<file path="src/rtl/bps_pkg.sv">
`timescale 1ns/1ps
package bps_pkg;

  typedef enum logic [2:0] {
    ST_OFF, ST_RAIL, ST_HOLD, ST_SETTLE, ST_HPD, ST_ON, ST_DN_RST, ST_DN_PD
  } bps_state_e;

  // A phase of `ticks` cycles is complete on its last cycle.
  function automatic logic bps_done(input logic [31:0] cnt, input logic [31:0] ticks);
    return (cnt + 32'd1) >= ticks;
  endfunction

  // Saturating usage count update; clear wins over everything.
  function automatic logic [31:0] bps_use_next(input logic [31:0] cur, input logic [31:0] top,
                                               input logic inc, input logic dec, input logic clr);
    if (clr) return 32'd0;
    if (inc && !dec) return (cur < top) ? cur + 32'd1 : cur;
    if (dec && !inc) return (cur != 32'd0) ? cur - 32'd1 : cur;
    return cur;
  endfunction

  function automatic logic [31:0] bps_max4(input logic [31:0] a, input logic [31:0] b,
                                           input logic [31:0] c, input logic [31:0] d);
    logic [31:0] m;
    m = a;
    if (b > m) m = b;
    if (c > m) m = c;
    if (d > m) m = d;
    return m;
  endfunction

  function automatic logic bps_rails_on(input bps_state_e st);
    return st != ST_OFF;
  endfunction

  function automatic logic bps_pd_level(input bps_state_e st);
    return st inside {ST_OFF, ST_RAIL, ST_DN_PD};
  endfunction

  function automatic logic bps_rst_level(input bps_state_e st);
    return st inside {ST_OFF, ST_RAIL, ST_HOLD, ST_DN_RST, ST_DN_PD};
  endfunction

endpackage

</file>
<file path="src/rtl/bps_use_ctr.sv">
`timescale 1ns/1ps
module bps_use_ctr import bps_pkg::*; #(
  parameter int unsigned USE_W = 4
) (
  input  logic             clk,
  input  logic             rst_n,
  input  logic             inc,
  input  logic             dec,
  input  logic             clr,
  output logic [USE_W-1:0] count,
  output logic             nz
);
  localparam int unsigned TOP = (1 << USE_W) - 1;

  always_ff @(posedge clk) begin
    if (!rst_n) count <= '0;
    else        count <= USE_W'(bps_use_next(32'(count), 32'(TOP), inc, dec, clr));
  end

  assign nz = |count;

  AST_NO_OVERFLOW: assert property (@(posedge clk) disable iff (!rst_n)
    (count == USE_W'(TOP) && inc && !dec && !clr) |=> count == USE_W'(TOP));
  AST_NO_UNDERFLOW: assert property (@(posedge clk) disable iff (!rst_n)
    (count == '0 && dec && !inc && !clr) |=> count == '0);
  AST_CLEAR_ZERO: assert property (@(posedge clk) disable iff (!rst_n)
    clr |=> !nz);
endmodule

</file>
<file path="src/rtl/bps_tick_timer.sv">
`timescale 1ns/1ps
module bps_tick_timer #(
  parameter int unsigned TW = 8
) (
  input  logic          clk,
  input  logic          rst_n,
  input  logic          clear,
  output logic [TW-1:0] count
);
  always_ff @(posedge clk) begin
    if (!rst_n)                    count <= '0;
    else if (clear)                count <= '0;
    else if (count != {TW{1'b1}})  count <= count + TW'(1);
  end

  AST_TMR_RESTART: assert property (@(posedge clk) disable iff (!rst_n)
    clear |=> count == '0);
endmodule

</file>
<file path="src/rtl/bps_seq_fsm.sv">
`timescale 1ns/1ps
module bps_seq_fsm import bps_pkg::*; #(
  parameter int unsigned RST_HOLD_TICKS  = 110_000,
  parameter int unsigned SETTLE_TICKS    = 10_000_000,
  parameter int unsigned HPD_LIMIT_TICKS = 10_000_000,
  parameter int unsigned IDLE_TICKS      = 50_000_000,
  parameter bit          HPD_WAIT_EN     = 1'b1,
  parameter int unsigned TW              = 26
) (
  input  logic          clk,
  input  logic          rst_n,
  input  logic          users_nz,
  input  logic          use_get,
  input  logic          force_off,
  input  logic          hpd_in,
  input  logic [TW-1:0] tmr,
  output bps_state_e    state,
  output logic          tmr_clear,
  output logic          hpd_timeout,
  output logic          seq_go,
  output logic          hpd_warn
);
  bps_state_e  state_nx;
  bps_state_e  land_st;
  bps_state_e  after_settle;
  logic        force_pend;
  logic [31:0] t32;

  assign t32     = 32'(tmr);
  assign land_st = (force_pend || force_off) ? ST_DN_RST : ST_ON;

  generate
    if (HPD_WAIT_EN) begin : g_hpd
      assign after_settle = ST_HPD;
    end else begin : g_nohpd
      assign after_settle = land_st;
    end
  endgenerate

  assign hpd_timeout = (state == ST_HPD) && !hpd_in && bps_done(t32, HPD_LIMIT_TICKS);

  always_comb begin
    state_nx = state;
    unique case (state)
      ST_OFF:    if (users_nz && !force_off) state_nx = ST_RAIL;
      ST_RAIL:   state_nx = ST_HOLD;
      ST_HOLD:   if (bps_done(t32, RST_HOLD_TICKS)) state_nx = ST_SETTLE;
      ST_SETTLE: if (bps_done(t32, SETTLE_TICKS)) state_nx = after_settle;
      ST_HPD:    if (hpd_in || hpd_timeout) state_nx = land_st;
      ST_ON: begin
        if (force_off) state_nx = ST_DN_RST;
        else if (!users_nz && !use_get && bps_done(t32, IDLE_TICKS)) state_nx = ST_DN_RST;
      end
      ST_DN_RST: state_nx = ST_DN_PD;
      ST_DN_PD:  state_nx = ST_OFF;
      default:   state_nx = ST_OFF;
    endcase
  end

  assign seq_go    = (state == ST_OFF) && (state_nx == ST_RAIL);
  assign tmr_clear = (state_nx != state) || ((state == ST_ON) && (users_nz || use_get));

  always_ff @(posedge clk) begin
    if (!rst_n) state <= ST_OFF;
    else        state <= state_nx;
  end

  always_ff @(posedge clk) begin
    if (!rst_n)                                             force_pend <= 1'b0;
    else if (state_nx == ST_OFF || state_nx == ST_DN_RST)   force_pend <= 1'b0;
    else if (force_off && state inside {ST_RAIL, ST_HOLD, ST_SETTLE, ST_HPD})
                                                            force_pend <= 1'b1;
    else if (use_get)                                       force_pend <= 1'b0;
  end

  always_ff @(posedge clk) begin
    if (!rst_n)           hpd_warn <= 1'b0;
    else if (seq_go)      hpd_warn <= 1'b0;
    else if (hpd_timeout) hpd_warn <= 1'b1;
  end

  AST_HOLD_STAYS: assert property (@(posedge clk) disable iff (!rst_n)
    (state == ST_HOLD && (t32 + 32'd1) < RST_HOLD_TICKS) |=> state == ST_HOLD);
  AST_HPD_EXIT: assert property (@(posedge clk) disable iff (!rst_n)
    (state == ST_HPD && hpd_in) |=> state != ST_HPD);
  AST_TIMEOUT_WARN: assert property (@(posedge clk) disable iff (!rst_n)
    hpd_timeout |=> hpd_warn);
  AST_DOWN_NO_ABORT: assert property (@(posedge clk) disable iff (!rst_n)
    state == ST_DN_RST |=> state == ST_DN_PD);
  AST_FORCE_NO_READY: assert property (@(posedge clk) disable iff (!rst_n)
    (force_pend && state == ST_HPD) |=> state != ST_ON);
endmodule

</file>
<file path="src/rtl/bps_power_seq.sv">
`timescale 1ns/1ps
module bps_power_seq import bps_pkg::*; #(
  parameter int unsigned RAILS           = 2,
  parameter int unsigned USE_W           = 4,
  parameter int unsigned RST_HOLD_TICKS  = 110_000,
  parameter int unsigned SETTLE_TICKS    = 10_000_000,
  parameter int unsigned HPD_LIMIT_TICKS = 10_000_000,
  parameter int unsigned IDLE_TICKS      = 50_000_000,
  parameter bit          HPD_WAIT_EN     = 1'b1
) (
  input  logic             clk,
  input  logic             rst_n,
  input  logic             use_get,
  input  logic             use_put,
  input  logic             force_sleep,
  input  logic             hpd_in,
  output logic [RAILS-1:0] rail_en,
  output logic             dev_pd,
  output logic             dev_rst,
  output logic             dev_ready,
  output logic             hpd_warn,
  output logic [USE_W-1:0] use_count
);
  localparam int unsigned TICK_MAX = bps_max4(RST_HOLD_TICKS, SETTLE_TICKS,
                                              HPD_LIMIT_TICKS, IDLE_TICKS);
  localparam int unsigned TMR_W    = $clog2(TICK_MAX + 1);

  bps_state_e       state;
  logic             users_nz;
  logic             tmr_clear;
  logic             hpd_timeout;
  logic             seq_go;
  logic             rails_on;
  logic [TMR_W-1:0] tmr;

  bps_use_ctr #(.USE_W(USE_W)) u_use (
    .clk(clk), .rst_n(rst_n), .inc(use_get), .dec(use_put), .clr(force_sleep),
    .count(use_count), .nz(users_nz)
  );

  bps_tick_timer #(.TW(TMR_W)) u_tmr (
    .clk(clk), .rst_n(rst_n), .clear(tmr_clear), .count(tmr)
  );

  bps_seq_fsm #(
    .RST_HOLD_TICKS(RST_HOLD_TICKS), .SETTLE_TICKS(SETTLE_TICKS),
    .HPD_LIMIT_TICKS(HPD_LIMIT_TICKS), .IDLE_TICKS(IDLE_TICKS),
    .HPD_WAIT_EN(HPD_WAIT_EN), .TW(TMR_W)
  ) u_fsm (
    .clk(clk), .rst_n(rst_n), .users_nz(users_nz), .use_get(use_get),
    .force_off(force_sleep), .hpd_in(hpd_in), .tmr(tmr), .state(state),
    .tmr_clear(tmr_clear), .hpd_timeout(hpd_timeout), .seq_go(seq_go),
    .hpd_warn(hpd_warn)
  );

  assign rails_on  = bps_rails_on(state);
  assign dev_pd    = bps_pd_level(state);
  assign dev_rst   = bps_rst_level(state);
  assign dev_ready = (state == ST_ON);

  for (genvar r = 0; r < RAILS; r++) begin : g_rail
    assign rail_en[r] = rails_on;
  end

  AST_RAIL_UNDER_RESET: assert property (@(posedge clk) disable iff (!rst_n)
    $rose(rail_en[0]) |-> (dev_pd && dev_rst));
  AST_PD_FREE_IN_RESET: assert property (@(posedge clk) disable iff (!rst_n)
    $fell(dev_pd) |-> (dev_rst && rail_en[0]));
  AST_READY_CLEAN: assert property (@(posedge clk) disable iff (!rst_n)
    dev_ready |-> (&rail_en && !dev_pd && !dev_rst));
  AST_RST_BEFORE_PD: assert property (@(posedge clk) disable iff (!rst_n)
    $rose(dev_pd) |-> (dev_rst && $past(dev_rst)));
  AST_RAILS_LAST: assert property (@(posedge clk) disable iff (!rst_n)
    $fell(rail_en[0]) |-> ($past(dev_pd) && $past(dev_rst)));
  AST_FORCE_DROP: assert property (@(posedge clk) disable iff (!rst_n)
    (dev_ready && force_sleep) |=> !dev_ready);
  AST_GO_CLEARS_WARN: assert property (@(posedge clk) disable iff (!rst_n)
    seq_go |=> !hpd_warn);
  AST_TIMEOUT_IN_WAIT: assert property (@(posedge clk) disable iff (!rst_n)
    hpd_timeout |-> (!dev_ready && !dev_rst));
endmodule

</file>
<file path="config.mk">
export PLATFORM = sky130hd
export DESIGN_NAME = bps_power_seq
export DESIGN_NICKNAME = d
export VERILOG_FILES = /design/src/rtl/bps_pkg.sv /design/src/rtl/bps_use_ctr.sv /design/src/rtl/bps_tick_timer.sv /design/src/rtl/bps_seq_fsm.sv /design/src/rtl/bps_power_seq.sv
export SDC_FILE = /design/constraint.sdc
export NUM_CORES = 1
export LEC_CHECK = 0
export BUFFER_PORTS_ARGS = -buffer_cell sky130_fd_sc_hd__buf_4
export CAP_MARGIN = 20
export CORE_MARGIN = 8
export CORE_UTILIZATION = 32
export DETAILED_ROUTE_END_ITERATION = 8
export HOLD_SLACK_MARGIN = 0.05
export SETUP_SLACK_MARGIN = 0.15
export SYNTH_ARGS = -nofsm -noshare
export SYNTH_HDL_FRONTEND = slang
export SYNTH_SLANG_ARGS = --single-unit
export TNS_END_PERCENT = 50
</file>
<file path="constraint.sdc">
create_clock -name clk -period 3.4 [get_ports clk]
set_clock_uncertainty 0.05 [all_clocks]
set_input_delay 1.02 -clock clk [delete_from_list [all_inputs] [get_ports clk]]
set_output_delay 1.02 -clock clk [all_outputs]
set_load 0.01 [all_outputs]
</file>
== Word-level counts from Yosys, hierarchy flattened ==
Cells that the tools add are included.

* $add $sub $neg: 4
* $lt $le $gt $ge: 4
* Equal/unequal tests: 12
* Mux-type cells: 27
* Bitwise logic cells: 1
* Reductions and logical operators: 34

{| class="wikitable"
|+ Operators by type and width
! kind !! count
|-
| 32-bit by 17-bit greater-or-equal comparator with 1-bit output (second input constant) || 1
|-
| 32-bit by 24-bit greater-or-equal comparator with 1-bit output (second input constant) || 1
|-
| 32-bit by 26-bit greater-or-equal comparator with 1-bit output (second input constant) || 1
|-
| 4-bit 2-to-1 mux || 8
|-
| 26-bit by 1-bit adder with 27-bit output (second input constant) || 1
|-
| 26-bit by 1-bit adder with 26-bit output (second input constant) || 1
|-
| 26-bit inequality test (second input constant) || 1
|-
| 3-bit one-hot mux with 8 select lines || 1
|-
| 3-bit 2-to-1 mux || 6
|-
| 3-bit == test (second input constant) || 5
|-
| 1-bit 2-to-1 mux || 11
|-
| 1-bit logical AND || 10
|-
| 3-bit nonzero test || 3
|-
| 4-bit nonzero test || 2
|-
| 3-bit by 1-bit == test with 1-bit output (second input constant) || 2
|-
| 3-bit by 2-bit == test with 1-bit output (second input constant) || 2
|-
| 3-bit zero test || 2
|-
| 2-bit OR reduction || 3
|-
| 1-bit zero test || 5
|-
| 1-bit logical OR || 5
|-
| 5-bit nonzero test || 1
|-
| 4-bit by 1-bit adder with 4-bit output (second input constant) || 1
|-
| 4-bit less-than comparator (second input constant) || 1
|-
| 4-bit by 2-bit inequality test with 1-bit output (second input constant) || 1
|-
| 7 further kinds || 7
|}

* Register bits after elaboration: 35
* Bits of input ports: 6
* Output and inout port bits: 10
* Word-level logic and storage cells: 87

== Depth between registers and ports, before layout ==
Gate-level depths: netlist (run 1).

* Depth in word-level cells: 11
* Mapped depth: 14
* Gate-level depth less buffers: 11

== Modules after synthesis ==
Synthesis (run 1) repeated with hierarchy kept, for this count alone.

* Cell total of the unflattened synthesis: 340
* Area total of the unflattened synthesis: 2708.8 um^2

{| class="wikitable"
|+ Modules (own cells, without submodules)
! module !! times used !! cells an instance !! area an instance (um^2) !! seq. area each (um^2)
|-
| bps_tick_timer || 1 || 149 || 1306.3 || 520.5
|-
| bps_seq_fsm || 1 || 141 || 979.7 || 100.1
|-
| bps_use_ctr || 1 || 41 || 371.6 || 80.1
|-
| bps_power_seq || 1 || 9 || 51.3 || 0.0
|}

== Worst setup path after synthesis (run 1) ==
OpenSTA, ideal clock, no wires.

* Path kind: reg2reg
* From: register u_tmr.count[0]
* To: register u_tmr.count[10]
* Library setup time: 0.139 ns
* Arrival: 3.216 ns
* Required time: 3.211 ns
* Slack: -0.006 ns
* Stages on the path, launching flop included: 14
* Buffers on the path: 2
* Period minus slack after synthesis: 3.406 ns
* Path through: dfxtp_1 > ha_1 > nand4_2 > or4_1 > buf_6 > and4_4 > nor3_2 > o21bai_1 > nor2_1 > or3_4 > o2111a_2 > a32oi_4 > buf_6 > a21oi_2

* Word-level cells in the longest chain between the ends: 9
* Elaborated cells on any way between the ends: 18
* Classes of those cells: 2 x add/sub; 3 x order compare; 2 x eq/ne; 6 x mux; 5 x reduce/logical

{| class="wikitable"
|+ Ends and longest elaborated chain
! item !! line !! text
|-
| start, declared || bps_tick_timer.sv:8 || <nowiki>output logic [TW-1:0] count</nowiki>
|-
| start signal, assigned || bps_tick_timer.sv:13 || <nowiki>else if (count != {TW{1'b1}}) count <= count + TW'(1);</nowiki>
|-
| 26-bit by 1-bit adder with 27-bit output || bps_pkg.sv:10 || <nowiki>return (cnt + 32'd1) >= ticks;</nowiki>
|-
| 32-bit by 26-bit greater-or-equal comparator with 1-bit output or 32-bit by 24-bit greater-or-equal comparator with 1-bit output (tied branches) || bps_pkg.sv:10 ||
|-
| 1-bit logical AND (on tied branches) || bps_seq_fsm.sv:52, bps_seq_fsm.sv:40 ||
|-
| 3-bit 2-to-1 mux or 1-bit logical OR (tied branches) || bps_seq_fsm.sv:52, bps_seq_fsm.sv:49 ||
|-
| 3-bit 2-to-1 mux (on tied branches) || bps_seq_fsm.sv:51, bps_seq_fsm.sv:49 ||
|-
| 3-bit one-hot mux with 8 select lines || bps_seq_fsm.sv:44 || <nowiki>unique case (state)</nowiki>
|-
| 3-bit inequality test || bps_seq_fsm.sv:61 || <nowiki>assign tmr_clear = (state_nx != state) || ((state == ST_ON) && (users_nz || use_get));</nowiki>
|-
| 1-bit logical OR || bps_seq_fsm.sv:61 ||
|-
| 2-bit OR reduction (no line) || - ||
|}

Parallel ways exist; a longest one is shown, timed or not.
A chain may end at the register's enable or synchronous reset.

== Worst setup path in the final report (run 1) ==
* From: register u_tmr.count[1]
* To: register u_tmr.count[13]

The elaborated chain is that of the path after synthesis.

==> flow_summary.json, run 1 <==
{
  "p_sw_w": 0.000365,
  "fp.dieW_um": 114,
  "end_kind": "register",
  "hold_viol": 0,
  "critical_path_class": "register to register",
  "synth_area_um2": 3090,
  "holdWs_ns": 0.454,
  "clockBufferDepth": 2,
  "combPwrFrac_pct": 29.8,
  "final_core_util_pct": 40.6,
  "cts-root-buf": "clkbuf_8",
  "maxSlewViolCount": 0,
  "io_pins": 16,
  "cp_data_arrival_time_ns": 3.45,
  "rsz0062_at_grt": "true",
  "ir_drop_mv": 0.106,
  "core_area_um2": 9590,
  "die_h_um": 114,
  "overflow": 0,
  "synth_fp_nets": 412,
  "synthXorXnorAreaFrac_pct": 7.85,
  "yosys.area_share.simple_pct": 35.5,
  "drtPass1Iterations": 5,
  "layout_commonest_cell": "buf_4",
  "vias_per_cell": 5.48,
  "htreeDepth": 2,
  "ant_nets": 0,
  "yosys.area.top_type_share_pct": 22.7,
  "cts_hold_buf": 0,
  "seqPwrFrac_pct": 42.3,
  "fp-row-count": 36,
  "setup_tns_ns": 0,
  "final_nets": 450,
  "final_cell_mix": "59 x buf_4, 36 x nand2_1, 35 x nor2_1",
  "worst_slew_margin_rel_pct": 64.0,
  "gp_congestion": 0.878,
  "grt_pass1_vias": 2887,
  "antenna_found_initial": 0,
  "synth_seq_cells": 35,
  "dr.first_iter.drc_count": 260,
  "insertion_delay_ns": 0.29,
  "netlist_instances": 401,
  "clkTransAtPathRegs_ns": 0.08,
  "synth.distinct_cells": 82,
  "grt_usage_pct": 13.0,
  "p_per_area_nw_per_um2": 282,
  "area_growth_pct": 25.9,
  "min_path_type": "register to register",
  "async_flop_share_pct": 0,
  "cts_made_buffers": 5,
  "clockPowerShare_pct": 28.0,
  "drt-total-wl_um": 8940,
  "muxShareOfSynthArea_pct": 0.688,
  "synth-seq-area-share_pct": 22.7,
  "diodes": 0,
  "ys_warn_count": 0,
  "yosysTopAreaCell": "dfxtp_1",
  "numPlacedInstances": 548,
  "power.leakage_nw": 1.48,
  "tightest_slew_ns": 0.540,
  "clock-sinks": 35,
  "post-dp-hpwl_um": 6130,
  "layout-drive-gt1-share_pct": 32.0,
  "routedWlPerCell_um": 15.6,
  "portBuffers": 15,
  "critPathLaunchType": "register",
  "required_ns": 3.52,
  "synth_edf_count": 0,
  "p_int_w": 0.000732,
  "fillers": 951,
  "die_area_um2": 13100,
  "cts_tree": "built",
  "fmax_mhz": 300,
  "status": "complete, no violations",
  "p_sw_share_pct": 33.3,
  "cap_violations": 0,
  "setup_viol": 0,
  "grt_pass1_wl_um": 14000,
  "power_w": 0.00110,
  "instances_no_fill": 573,
  "drc": 0,
  "post-route-period-util_pct": 98.0,
  "ys.flop_type": "dfxtp_1",
  "syn_area_per_cell_um2": 7.71,
  "vias": 3142,
  "critPathMaxFanout": 8,
  "start_util_pct": 32.2,
  "synth_top_cells_by_area": "dfxtp_1 23%, xnor2_1 4.8%, nand2_1 4.4%",
  "synth_compound_area_share_pct": 23.6,
  "synthAdderAreaFrac_pct": 2.35,
  "fin_crit_ns": 3.33,
  "synth_top_family_by_area": "simple AND/OR/NAND/NOR gates",
  "grt_start_max_net_pins": 27
}
## routing by layer
layer	track usage, %	share of wire [%]
met3	1.79	5.2
met5	0	0
met2	20.9	47
met1	17.1	45
met4	4.88	2.0
## power by group through the flow
stage | Sequential, W | Combinational, W | Clock (W)
CTS | 0.000467 | 0.000243 | 0.000314
floorplan | 0.000457 | 0.000197 | 0
global placement | 0.000474 | 0.000238 | 0
global route | 0.000468 | 0.000358 | 0.000332
finish | 0.000464 | 0.000326 | 0.000307
detailed placement | 0.000476 | 0.000242 | 0
## sequential cells by signal, summed over array words and instances, names as in the netlist
register and flops:
u_fsm.force_pend 1, u_use.count 4, u_fsm.state 3, u_tmr.count 26, u_fsm.hpd_warn 1
## cell families after synthesis
| family | after synthesis |
|---|---|
| and+or+nand+nor | 185 |
| AOI/OAI and AO/OA | 100 |
| buffers and inverters | 47 |
| DFF | 35 |
| xor gates and xnor gates | 26 |
| adders and majority gates | 6 |
| muxes | 2 |
## worst max-delay path, stage by stage, from the launching register on
cell,delay [ns]
dfxtp_4,0.38
ha_4,0.15
nand4_4,0.16
or4_4,0.62
and4_4,0.20
nor3_4,0.19
o21bai_4,0.17
nor2_1,0.05
or3_4,0.37
o2111a_2,0.30
a32oi_4,0.20
buf_12,0.16
clkbuf_16,0.16
a21oi_2,0.03
## Yosys cell counts, types with 9 or more instances
cell / n
a31oi_1: 9
dfxtp_1: 35
a21oi_2: 13
clkbuf_1: 20
inv_1: 13
nand3_1: 14
a21oi_1: 18
nor3_1: 12
xnor2_1: 17
and3_1: 10
nand2_1: 36
nor2_1: 35
o21ai_0: 17
## layout make-up
class	count	area (µm²)	area share [%]
Inverter	13	48.8	1.25
Sequential cell	35	726	18.6
Clock buffer	5	68.8	1.77
Tap cell	133	166	4.28
Clock inverter	3	15.0	0.386
Timing Repair Buffer	64	544	14.0
Multi-Input combinational cell	320	2320	59.7
## final timing paths
| kind | from | endpoint | cells past startpoint | slack [ns] |
|---|---|---|---|---|
| max | u_tmr.count[1] | u_tmr.count[13] | 13 | 0.07 |
| min | u_fsm.hpd_warn | u_fsm.hpd_warn | 2 | 0.45 |
| max reg2reg | u_tmr.count[1] | u_tmr.count[13] | 13 | 0.07 |
| min reg2reg | u_fsm.hpd_warn | u_fsm.hpd_warn | 2 | 0.45 |
## what timing repair did
action,in CTS,in global routing
gates cloned,0,4
endpoints found under the setup margin,26,28
gates resized for setup,5,22
setup buffers,4,9
pin swaps,0,10
endpoints found under the hold margin,0,0
## through the flow
stage / setup slack, ns / area [µm²]
6_report: 0.0666 / 3890
3_3_place_gp: 0.0436 / 3510
3_5_place_dp: 0.0171 / 3510
5_1_grt: -0.0175 / 3890
4_1_cts: 0.0563 / 3640
2_1_floorplan: 0.140 / 3160
Power figures use the tool's default switching activity.
==> run 2: changes to the inputs <==
Settings changed: SYNTH_HIERARCHICAL set to 1.
Clock period 3.4 ns to 4 ns, I/O delays scaled along.
==> run 2 against run 1 <==
Effect of this change:
- first-iteration DRC count shrank 44%
- clock-buffer cell count increased by 1
- critical endpoint is now u_tmr/count[15]
- register-to-register slack better by 0.39 ns
- largest power group unchanged
- combinational power down 17%
- sequential power is 8.6% lower
- die area shrank 11%
- power fell by 5.3%
- design area is 23% lower
- non-clock buffer count down 46
==> flow_summary.json, run 2 <==
{
  "clockBufferDepth": 2,
  "grt_pass1_wl_um": 11700,
  "fp.dieW_um": 108,
  "multiInputGateArea_um2": 1880,
  "synthAdderAreaFrac_pct": 1.85,
  "die_h_um": 108,
  "netlist_instances": 340,
  "end_kind": "register",
  "diodes": 0,
  "drtPass1Iterations": 4,
  "final_cell_mix": "35 x dfxtp_1, 34 x nor2_1, 31 x nand2_1",
  "synth_top_family_by_area": "simple AND/OR/NAND/NOR gates",
  "setup_tns_ns": 0,
  "stdcell_area_um2": 3000,
  "crit_chain": "and4_1 -> nand4_1 -> nand3_1 -> a32oi_1 -> o41ai_4 -> nor2_1 -> a41o_1 -> o211ai_1 -> nand2b_1 -> buf_4 -> a21oi_1",
  "area_growth_pct": 10.8,
  "routedWlPerCell_um": 14.7,
  "cts.repair.resized": 0,
  "synthXorXnorAreaFrac_pct": 3.23,
  "hold_viol": 0,
  "synthMostInstantiatedCell": "dfxtp_1",
  "cp.buffers_inverters": 1,
  "cpMaxStageDelayCell": "nand2b_1",
  "dr.first_iter.drc_count": 145,
  "post-dp-hpwl_um": 4980,
  "final_nets": 359,
  "cts-root-buf": "clkbuf_8",
  "fillers": 839,
  "critPathMaxFanout": 15,
  "syn_area_per_cell_um2": 7.97,
  "ys_warn_count": 6,
  "cap_violations": 0,
  "overflow": 0,
  "clock-sinks": 35,
  "rsz0062_at_grt": "false",
  "portBuffers": 15,
  "start_util_pct": 33.0,
  "grt_pass1_vias": 2420,
  "grt_start_max_net_pins": 18,
  "setup_viol": 0,
  "cts_made_buffers": 5,
  "insertion_delay_ns": 0.28,
  "critPathLaunchType": "register",
  "yosys.area_share.simple_pct": 37.0,
  "drc": 0,
  "ys.flop_type": "dfxtp_1",
  "clkTransAtPathRegs_ns": 0.08,
  "synth_area_um2": 2710,
  "placed_area_um2": 2880,
  "yosys.area.top_type_share_pct": 25.9,
  "layout_commonest_cell": "dfxtp_1",
  "seq_area_um2": 701,
  "die_area_um2": 11700,
  "critical_path_class": "register to register",
  "cp_data_arrival_time_ns": 3.66,
  "largest_reg_flops": 26,
  "muxShareOfSynthArea_pct": 2.59,
  "synth-seq-area-share_pct": 25.9,
  "worst_slew_margin_rel_pct": 40.5,
  "htreeDepth": 2,
  "synth_seq_cells": 35,
  "post-route-period-util_pct": 88.6,
  "power.leakage_nw": 1.03,
  "gp_congestion": 0.823,
  "synth_edf_count": 0,
  "ant_nets": 0,
  "fp-row-count": 33,
  "core_area_um2": 8220,
  "maxSlewViolCount": 0,
  "antenna_found_initial": 0,
  "grt_usage_pct": 12.0,
  "synth_compound_area_share_pct": 24.6,
  "netlist_top_cells_count": "35 x dfxtp_1, 34 x nor2_1, 31 x nand2_1, 23 x a21oi_1, 18 x o21ai_0",
  "drt-total-wl_um": 6680,
  "ir_drop_mv": 0.287,
  "layout-drive-gt1-share_pct": 14.6,
  "cts_hold_buf": 0,
  "async_flop_share_pct": 0,
  "vias": 2590,
  "required_ns": 4.11,
  "fin_crit_ns": 3.55,
  "cts_setup_buffers": 0,
  "fmax_mhz": 282,
  "status": "complete, no violations",
  "min_path_type": "register to register",
  "reg.largest.list": "u_tmr/count: 26 flops, u_use/count: 4 flops, u_fsm/state: 3 flops",
  "yosysTopAreaCell": "dfxtp_1",
  "synth.distinct_cells": 69,
  "holdWs_ns": 0.476,
  "path_delay_family": "simple AND/OR/NAND/NOR gates",
  "vias_per_cell": 5.69,
  "synth_fp_nets": 350,
  "tightest_slew_ns": 0.885,
  "p_per_area_nw_per_um2": 346,
  "cts_tree": "built",
  "io_pins": 16,
  "largest_register": "u_tmr/count",
  "synth_top_cells_by_area": "dfxtp_1 26%, nor2_1 4.7%, nand2_1 4.3%",
  "cp_slowest_stage_delay_ns": 0.60
}
==> run 2: metal layers <==
metal | vias to the layer above | track usage [%] | share of wire, %
li1 | 1311 | - | -
met1 | 1209 | 16.6 | 49
met2 | 68 | 18.9 | 45
met3 | 2 | 2.38 | 5.3
met4 | 0 | 2.38 | 0.45
met5 | - | 0 | 0
==> run 2: stage by stage <==
| step | total power (W) | std cells | setup WS, ns | util (%) |
|---|---|---|---|---|
| after floorplan | 0.000625 | 340 | 1.05 | - |
| after global placement | 0.000696 | 447 | 0.373 | 35.1 |
| after detailed placement | 0.000702 | 447 | 0.403 | 35.1 |
| after CTS | 0.00105 | 455 | 0.489 | 36.5 |
| after global routing | 0.00110 | 455 | 0.173 | 36.5 |
| final | 0.00104 | 455 | 0.454 | 36.5 |
==> run 2: path summary, 6_finish.rpt <==
check,from,end,slack [ns],depth (start not counted)
max,u_tmr/count[0],u_tmr/count[15],0.45,11
min,u_fsm/hpd_warn,u_fsm/hpd_warn,0.48,2
max reg2reg,u_tmr/count[0],u_tmr/count[15],0.45,11
min reg2reg,u_fsm/hpd_warn,u_fsm/hpd_warn,0.48,2
==> run 2: logic make-up (layout without fill, tap and decap cells) <==
logic type      Yosys count  after routing
fa+ha+maj                 4              4
buf+inv                  26             36
mux                       7              7
simple gates            168            168
flops                    35             35
compound gates           90             90
xor+xnor                 10             10
==> run 2: final cells by class <==
class,instances,area share [%]
flip-flops and latches,35,23.3
multi-input cells,279,62.5
repair buffers,18,4.50
clock buffers,6,2.75
inverters,10,1.25
well taps,105,4.38
clock inverters,2,1.29
==> run 2: tightest hold or removal path, stage by stage (launching register included) <==
cell and delay [ns]:
dfxtp_1 0.34, nor2_1 0.06, nor3_2 0.09
==> run 2: power by group <==
group          total [W]  switching [W]  internal [W]
sequential      0.000424      0.0000540      0.000370
combinational   0.000272       0.000153      0.000119
clock           0.000343       0.000138      0.000205
total            0.00104       0.000345      0.000695
==> run 3: changes to the inputs <==
Settings changed: ABC_AREA set to 1, SYNTH_HIERARCHICAL 1 to unset.
==> run 3 against run 2 <==
Effect of this change:
- synthesized cell count is 41% higher
- die area rose by 8.0%
- power fell by 18%
- cell count rose by 34%
- first-iteration DRC count up 39%
- register-to-register slack improved by 0.36 ns
- utilization down 0.57 points
- non-clock buffer count fell by 2
- area after synthesis is 9.5% higher
- flip-flop and latch count unchanged
- sequential share of layout area down 2.0 points
- routed wire length increased by 11%
- critical endpoint is now u_tmr.count[22]
==> flow_summary.json, run 3 <==
{
  "synth.distinct_cells": 33,
  "fp-row-count": 35,
  "cts_setup_buffers": 0,
  "cp.buffers_inverters": 0,
  "layout_commonest_cell": "nand2_1",
  "cts_tree": "built",
  "netlist_instances": 480,
  "largest_reg_flops": 26,
  "grt_start_max_net_pins": 27,
  "ys_warn_count": 0,
  "critical_path_class": "register to register",
  "syn_area_per_cell_um2": 6.18,
  "clockBufferDepth": 2,
  "cts_made_buffers": 5,
  "synth_top_cells_by_area": "dfxtp_1 24%, nand2_1 18%, nor2_1 10%",
  "rsz0062_at_grt": "false",
  "synth-seq-area-share_pct": 23.6,
  "grt_pass1_vias": 2817,
  "fp.dieW_um": 112,
  "die_area_um2": 12600,
  "diodes": 0,
  "instances_no_fill": 608,
  "hold_viol": 0,
  "power_w": 0.000851,
  "seqPwrFrac_pct": 43.5,
  "vias": 2902,
  "setup_tns_ns": 0,
  "power.leakage_nw": 1.39,
  "area_growth_pct": 10.5,
  "cpMaxStageDelayCell": "nand2_4",
  "end_kind": "register",
  "setup_viol": 0,
  "post-route-period-util_pct": 79.5,
  "synth_area_um2": 2970,
  "cts.repair.resized": 0,
  "min_path_type": "register to register",
  "antenna_found_initial": 0,
  "insertion_delay_ns": 0.30,
  "portBuffers": 15,
  "die_h_um": 112,
  "placed_area_um2": 3160,
  "vias_per_cell": 4.77,
  "critPathLaunchType": "register",
  "cap_violations": 0,
  "netlist_top_cells_count": "145 x nand2_1, 82 x nor2_1, 58 x inv_1, 35 x dfxtp_1, 26 x nor2_4",
  "htreeDepth": 2,
  "clockPowerShare_pct": 40.1,
  "multiInputGateArea_um2": 1980,
  "setup_slack_ns": 0.818,
  "gp_congestion": 0.854,
  "core_area_um2": 9110,
  "fin_crit_ns": 3.18,
  "status": "complete, no violations",
  "yosys.area.top_type_share_pct": 23.6,
  "cp_data_arrival_time_ns": 3.29,
  "io_pins": 16,
  "ir_drop_mv": 0.107,
  "worst_slew_margin_rel_pct": 53.7,
  "post-dp-hpwl_um": 5990,
  "overflow": 0,
  "cpMostUsedCell": "nand2_1",
  "drtPass1Iterations": 4,
  "synthMostInstantiatedCell": "nand2_1",
  "layout-drive-gt1-share_pct": 16.7,
  "final_nets": 507,
  "grt_usage_pct": 12.3,
  "preCtsSetupSlack_ns": 0.845,
  "drt-total-wl_um": 7420,
  "stdcell_area_um2": 3280,
  "clkTransAtPathRegs_ns": 0.07,
  "critPathMaxFanout": 26,
  "synth_fp_nets": 491,
  "clock-sinks": 35,
  "p_sw_share_pct": 28.9,
  "p_int_w": 0.000606,
  "drc": 0,
  "cp_slowest_stage_delay_ns": 0.51,
  "p_per_area_nw_per_um2": 260,
  "yosysTopAreaCell": "dfxtp_1",
  "numPlacedInstances": 600,
  "fmax_mhz": 314,
  "seq_area_um2": 701,
  "required_ns": 4.11,
  "cts-root-buf": "clkbuf_8",
  "synth_seq_cells": 35,
  "maxSlewViolCount": 0,
  "largest_register": "u_tmr.count",
  "cts_hold_buf": 0,
  "fillers": 995,
  "grt_pass1_wl_um": 12700,
  "ant_nets": 0,
  "path_delay_family": "simple AND/OR/NAND/NOR gates",
  "dr.first_iter.drc_count": 202,
  "p_sw_w": 0.000246,
  "async_flop_share_pct": 0,
  "synth_edf_count": 0,
  "combPwrFrac_pct": 16.4,
  "reg.largest.list": "u_tmr.count: 26 flops, u_use.count: 4 flops, u_fsm.state: 3 flops",
  "crit_chain": "ha_1 -> nand2_2 -> nor2_4 -> nand3_2 -> nor2_1 -> nand2_1 -> nand2_1 -> nand2_1 -> nor2_1 -> nand2_1 -> nor2_1 -> nand2_1 -> nand2_2 -> nand2_2 -> nand2_1 -> nand2_1 -> nand2_1 -> nand2_1 -> nand3_2 -> nand2_1 -> nand2_4 -> nor2_1",
  "final_cell_mix": "145 x nand2_1, 82 x nor2_1, 58 x inv_1",
  "routedWlPerCell_um": 12.2,
  "tightest_slew_ns": 0.694,
  "start_util_pct": 32.6,
  "ys.flop_type": "dfxtp_1"
}
run 3: cell type report:
class | count | area share (%)
multi-input combinational | 379 | 60.4
sequential | 35 | 21.4
inverter | 59 | 6.76
tap | 111 | 4.24
timing repair buffer | 16 | 3.67
clock buffer | 6 | 2.52
clock inverter | 2 | 1.07
run 3: cells by family after synthesis:
group | after synthesis | share of synthesized area, %
compound gates | 37 | 7.51
xor+xnor | 7 | 2.07
fa+ha+maj | 5 | 2.11
buf+inv | 66 | 9.70
flops | 35 | 23.6
simple gates | 330 | 55.0
run 3: tightest hold or removal path, delay by kind of cell, from the launching register on:
kind / cells / cell delay (ns)
DFF: 1 / 0.36
and+or+nand+nor: 1 / 0.08
AOI/OAI and AO/OA: 1 / 0.05
run 3: power by group through the flow:
stage          combinational [W]  sequential [W]  clock [W]
2_1_floorplan           0.000121        0.000377          0
3_3_place_gp            0.000139        0.000378          0
3_5_place_dp            0.000140        0.000379          0
4_1_cts                 0.000140        0.000370   0.000350
5_1_grt                 0.000155        0.000372   0.000363
6_report                0.000139        0.000370   0.000342
run 3: worst paths after layout:
path	slack (ns)	end	start	depth (start not counted)
worst min-delay path	0.49	u_use.count[3]	u_use.count[3]	2
worst max-delay path	0.82	u_tmr.count[22]	u_tmr.count[0]	22
worst min register to register	0.49	u_use.count[3]	u_use.count[3]	2
worst max register to register	0.82	u_tmr.count[22]	u_tmr.count[0]	22
run 3: through the flow:
stage	utilization, %	hold WS (ns)
final	36.0	0.490
after global placement	34.7	0.484
after global routing	36.0	0.544
after CTS	36.0	0.497
after floorplan	-	0.475
after detailed placement	34.7	0.483
run 3: layer usage:
metal | vias to the layer above | GRT usage, % | share of wire (%)
met5 | - | 0 | 0
met4 | 0 | 5.22 | 2.2
met3 | 10 | 1.88 | 5.3
met2 | 76 | 20.2 | 46
met1 | 1288 | 15.5 | 47
li1 | 1528 | - | -
